**config.mk**
```make
export PLATFORM = sky130hd
export DESIGN_NAME = spi_mfault_guard
export DESIGN_NICKNAME = d
export VERILOG_FILES = /design/src/rtl/spi_mf_pkg.sv /design/src/rtl/mf_sync.sv /design/src/rtl/mf_detect.sv /design/src/rtl/mf_clear_seq.sv /design/src/rtl/mf_ctrl_reg.sv /design/src/rtl/spi_mfault_guard.sv
export SDC_FILE = /design/constraint.sdc
export NUM_CORES = 1
export LEC_CHECK = 0
export ABC_AREA = 1
export BUFFER_PORTS_ARGS = -buffer_cell sky130_fd_sc_hd__buf_2
export CAP_MARGIN = 20
export CORE_AREA = 2 2 39 41
export CTS_BUF_LIST = sky130_fd_sc_hd__clkbuf_8 sky130_fd_sc_hd__clkbuf_16
export CTS_CLUSTER_DIAMETER = 200
export DETAILED_ROUTE_END_ITERATION = 7
export DIE_AREA = 0 0 41 43
export PLACE_DENSITY = 0.53
export SLEW_MARGIN = 20
export SYNTH_ARGS = -nofsm -noshare
export SYNTH_HDL_FRONTEND = slang
export SYNTH_SLANG_ARGS = --single-unit
```
**constraint.sdc**
```tcl
create_clock -name clk -period 1.83 [get_ports clk]
set_input_delay 0.366 -clock clk [delete_from_list [all_inputs] [get_ports clk]]
set_output_delay 0.366 -clock clk [all_outputs]
set_load 0.01 [all_outputs]
```
**src/rtl/spi_mf_pkg.sv**
```systemverilog
package spi_mf_pkg;

  localparam int CTRL_W = 5;

  localparam int B_EN  = 0;
  localparam int B_MST = 1;
  localparam int B_SSW = 2;
  localparam int B_SLV = 3;
  localparam int B_IRQ = 4;

  typedef struct packed {
    logic irq_en;
    logic sel_lvl;
    logic sel_sw;
    logic master;
    logic enable;
  } ctrl_t;

  // Effective select level seen by the detector.
  function automatic logic sel_level(input logic sw_mode, input logic sw_lvl,
                                     input logic pin_sync);
    return sw_mode ? sw_lvl : pin_sync;
  endfunction

  // Fault condition: a master sees its select driven low.
  function automatic logic fault_cond(input logic is_master, input logic lvl);
    return is_master & ~lvl;
  endfunction

  // Control write image with enable/master suppressed while blocked.
  function automatic ctrl_t gate_write(input logic [CTRL_W-1:0] wd,
                                       input logic blocked);
    ctrl_t c;
    c.enable  = wd[B_EN]  & ~blocked;
    c.master  = wd[B_MST] & ~blocked;
    c.sel_sw  = wd[B_SSW];
    c.sel_lvl = wd[B_SLV];
    c.irq_en  = wd[B_IRQ];
    return c;
  endfunction

endpackage

```
**src/rtl/mf_sync.sv**
```systemverilog
module mf_sync #(
  parameter int   STAGES    = 2,
  parameter logic RESET_VAL = 1'b1
) (
  input  logic clk,
  input  logic rst_n,
  input  logic d_i,
  output logic q_o
);
  logic [STAGES-1:0] stg;

  genvar g;
  generate
    for (g = 0; g < STAGES; g++) begin : g_stage
      if (g == 0) begin : g_first
        always_ff @(posedge clk or negedge rst_n) begin
          if (!rst_n) stg[0] <= RESET_VAL;
          else        stg[0] <= d_i;
        end
      end else begin : g_next
        always_ff @(posedge clk or negedge rst_n) begin
          if (!rst_n) stg[g] <= RESET_VAL;
          else        stg[g] <= stg[g-1];
        end
      end
    end
  endgenerate

  assign q_o = stg[STAGES-1];
endmodule

```
**src/rtl/mf_detect.sv**
```systemverilog
module mf_detect
  import spi_mf_pkg::*;
(
  input  logic master_i,
  input  logic sel_sw_i,
  input  logic sel_lvl_i,
  input  logic pin_sync_i,
  output logic sel_low_o,
  output logic raise_o
);
  logic lvl;
  assign lvl       = sel_level(sel_sw_i, sel_lvl_i, pin_sync_i);
  assign sel_low_o = ~lvl;
  assign raise_o   = fault_cond(master_i, lvl);
endmodule

```
**src/rtl/mf_clear_seq.sv**
```systemverilog
module mf_clear_seq (
  input  logic clk,
  input  logic rst_n,
  input  logic raise_i,
  input  logic sr_acc_i,
  input  logic cr_wr_i,
  output logic fault_o,
  output logic armed_o,
  output logic clear_o
);
  logic fault_q, armed_q;

  assign clear_o = fault_q & armed_q & cr_wr_i;

  always_ff @(posedge clk or negedge rst_n) begin
    if (!rst_n) begin
      fault_q <= 1'b0;
      armed_q <= 1'b0;
    end else begin
      if (raise_i)      fault_q <= 1'b1;
      else if (clear_o) fault_q <= 1'b0;

      if (clear_o || !fault_q)   armed_q <= 1'b0;
      else if (sr_acc_i)         armed_q <= 1'b1;
    end
  end

  assign fault_o = fault_q;
  assign armed_o = armed_q;
endmodule

```
**src/rtl/mf_ctrl_reg.sv**
```systemverilog
module mf_ctrl_reg
  import spi_mf_pkg::*;
(
  input  logic              clk,
  input  logic              rst_n,
  input  logic              cr_wr_i,
  input  logic [CTRL_W-1:0] wdata_i,
  input  logic              blocked_i,
  input  logic              raise_i,
  output ctrl_t             ctrl_o
);
  ctrl_t q, nxt;

  always_comb begin
    nxt = q;
    if (cr_wr_i) nxt = gate_write(wdata_i, blocked_i);
    if (raise_i) begin
      nxt.enable = 1'b0;
      nxt.master = 1'b0;
    end
  end

  always_ff @(posedge clk or negedge rst_n) begin
    if (!rst_n) q <= '0;
    else        q <= nxt;
  end

  assign ctrl_o = q;
endmodule

```
**src/rtl/spi_mfault_guard.sv**
```systemverilog
module spi_mfault_guard #(
  parameter int SYNC_STAGES = 2
) (
  input  logic                        clk,
  input  logic                        rst_n,
  input  logic                        ss_pin_i,
  input  logic                        cr_wr_i,
  input  logic [spi_mf_pkg::CTRL_W-1:0] cr_wdata_i,
  input  logic                        sr_acc_i,
  output logic                        enable_o,
  output logic                        master_o,
  output logic                        sel_sw_o,
  output logic                        sel_lvl_o,
  output logic                        irq_en_o,
  output logic                        fault_o,
  output logic                        busy_kill_o,
  output logic                        err_irq_o
);
  import spi_mf_pkg::*;

  logic  pin_sync_w, sel_low_w, raise_w, fault_w, armed_w, clear_w;
  ctrl_t ctrl_w;

  mf_sync #(.STAGES(SYNC_STAGES), .RESET_VAL(1'b1)) u_sync (
    .clk(clk), .rst_n(rst_n), .d_i(ss_pin_i), .q_o(pin_sync_w)
  );

  mf_detect u_det (
    .master_i(ctrl_w.master), .sel_sw_i(ctrl_w.sel_sw),
    .sel_lvl_i(ctrl_w.sel_lvl), .pin_sync_i(pin_sync_w),
    .sel_low_o(sel_low_w), .raise_o(raise_w)
  );

  mf_clear_seq u_seq (
    .clk(clk), .rst_n(rst_n), .raise_i(raise_w), .sr_acc_i(sr_acc_i),
    .cr_wr_i(cr_wr_i), .fault_o(fault_w), .armed_o(armed_w), .clear_o(clear_w)
  );

  mf_ctrl_reg u_ctrl (
    .clk(clk), .rst_n(rst_n), .cr_wr_i(cr_wr_i), .wdata_i(cr_wdata_i),
    .blocked_i(fault_w), .raise_i(raise_w), .ctrl_o(ctrl_w)
  );

  assign enable_o    = ctrl_w.enable;
  assign master_o    = ctrl_w.master;
  assign sel_sw_o    = ctrl_w.sel_sw;
  assign sel_lvl_o   = ctrl_w.sel_lvl;
  assign irq_en_o    = ctrl_w.irq_en;
  assign fault_o     = fault_w;
  assign busy_kill_o = fault_w;
  assign err_irq_o   = fault_w & ctrl_w.irq_en;
endmodule

```
==> run metrics <==
top cells by area, synth dfrtp_1, nand2_1, dfstp_2, inv_1, nand3_1; total CTS buffers 3; final setup fails 0; Overall Global Routing Usage 10.22%; first-pass GRT wire length 1.138 mm; Leak Pwr 0.3104 nW; Vert. Die Dim 43 um; Max-cap violations 0; setup_tns 0 ns; largest net degree at the start of global routing 10; met2 routed WL 327 um; Via Count 315; vias in the first global route 284; First-pass DRT Iterations 4; H-tree Lvls 1; TritonCTS clock tree done; peak supply drop 542.1 uV; RePlAce Congestion 0.6171; clk_skew 0.002577 ns; Via density 4.038; row cnt 14; Mapped Nets 52; metal1 wirelength 292 um; final hold vios 0; Residual DRC 0; post-synthesis cell area 361.6 sq um; hpwl dp 538.5 um; Yosys reg bits 9; post-synth top area share 48.44%; Syn Area/Cell 8.609 sq um; initial core utilization 26.13%; fraction of the yosys area taken by sequential cells 62.98%; IO Pins 18; Critical Path AT 0.86 ns; die width 41 um; Die ar. 1763 sq um; Critical Path RT 1.46 ns; Antenna Nets Post-Route 0; WL final 708 um; clk slew on worst S/H paths 0.05 ns; Slew Limit Fails 0; Syn Inst Count 42; RSZ-0062 raised after global routing false; largest area contributor in the netlist dfrtp_1; WL/cell 9.077 um; kind of end point of the critical path primary output; Achievable Freq 818.8 MHz; most common cell after layout, fill and taps aside nand2_1; outcome finished clean; antenna violations before repair 0; post-synthesis cell type count 10; Hold Path Class primary input to flop; DP Area 454.2 sq um; measured slew at the worst slew-check pin 0.2123 ns; total gr overflow 0; Max Root-Sink Buffers 2; clock latency on the worst-skew pair 0.23 ns; Final period util 66.74%; area grow syn2layout 40.83%; PortBufs 17; top sig layer met4; Initial DRC Count 5; Core ar. 1384 sq um; met3 routed WL 70 um; crit-path max FO 5; clock tree root driver cell clkbuf_8; slew margin rel. 85.85%; antenna fix cells 0; Worst Setup Start Kind flop; most frequent cells in the layout nand2_1, buf_2, dfrtp_1; Ys Warns 0; post-CTS setup repair buffer count 0; Final #Nets 73; layout cells sized above 1 37.10%; CP Class flop to primary output; final instance area 509.2 sq um; Power Density 1285 nW/um^2; clock sink count 9; Final min period 1.221 ns
[logic make-up (layout without fill, tap and decap cells)]
group	count (synthesis)	count (layout)	synth area share (%)
compound gates	1	1	1.383
flops	9	9	62.98
buf+inv	8	28	9.688
simple gates	24	24	25.95
[final timing paths]
check	from	endpoint	slack [ns]	cells past startpoint
worst max-delay path	u_seq.fault_o	err_irq_o	0.61	3
worst min-delay path	ss_pin_i	u_sync.stg[0]	0.24	1
worst max register to register	u_sync.q_o	u_seq.fault_o	1.00	3
worst min register to register	u_sync.stg[0]	u_sync.q_o	0.35	0
max in group asynchronous	rst_n	u_sync.q_o	1.06	2
min in group asynchronous	rst_n	u_ctrl.ctrl_o[4]	0.51	2
[worst max-delay path: stages (launching register included)]
cell and delay, ns:
dfrtp_1 0.40, nand2_1 0.07, inv_1 0.03, buf_2 0.12
[per-stage QoR]
stage	hold WS [ns]	power, W	setup slack, ns	std cells	utilization, %
3_5_place_dp	0.2323	0.0004326	0.8477	73	32.82
4_1_cts	0.2353	0.0006613	0.5972	78	36.80
5_1_grt	0.2297	0.0007062	0.5455	78	36.80
3_3_place_gp	0.2273	0.0004318	0.8634	73	32.82
6_report	0.2363	0.0006543	0.6087	78	36.80
2_1_floorplan	0.07041	0.0003762	0.8853	42	-
[final cells by class]
class                      count  area, sq um
clock buffer                   3        41.29
clock inverter                 1        3.754
fill                         167        874.6
inverter                       6        22.52
multi-input combinational     25        98.84
sequential                     9        227.7
tap                           16        20.02
timing repair buffer          18        95.09
[flip-flops by register name, summed over array words and instances, names as in the netlist]
register,count
u_seq.armed_o,1
u_sync.q_o,1
u_sync.stg,1
u_seq.fault_o,1
u_ctrl.ctrl_o,5
[metal layers]
metal / vias up / GRT usage [%]
li1: 161 / -
met1: 139 / 10.56
met2: 13 / 15.00
met3: 2 / 4.712
met4: 0 / 8.000
met5: - / 0
[cells in the mapped netlist (all sizes together)]
library cell,instances
clkbuf,1
nor2,2
nand2,19
dfrtp,7
dfstp,2
nand3,3
inv,6
o21ai,1
buf,1
[what timing repair did]
item,in CTS,in global routing
hold buffers,1,0
resized for setup,0,0
hold endpoints to repair,7,0
setup endpoints to repair,0,0
[where the power goes]
| group | total, W | internal [W] | switching [W] | leakage (nW) |
|---|---|---|---|---|
| clock network | 0.000226 | 0.000146 | 0.0000796 | 0.0269 |
| registers | 0.000273 | 0.000244 | 0.0000293 | 0.108 |
| logic | 0.000155 | 0.0000662 | 0.0000892 | 0.175 |
| total | 0.000654 | 0.000456 | 0.000198 | 0.310 |
No activity file was read; power rests on OpenSTA's default activity.
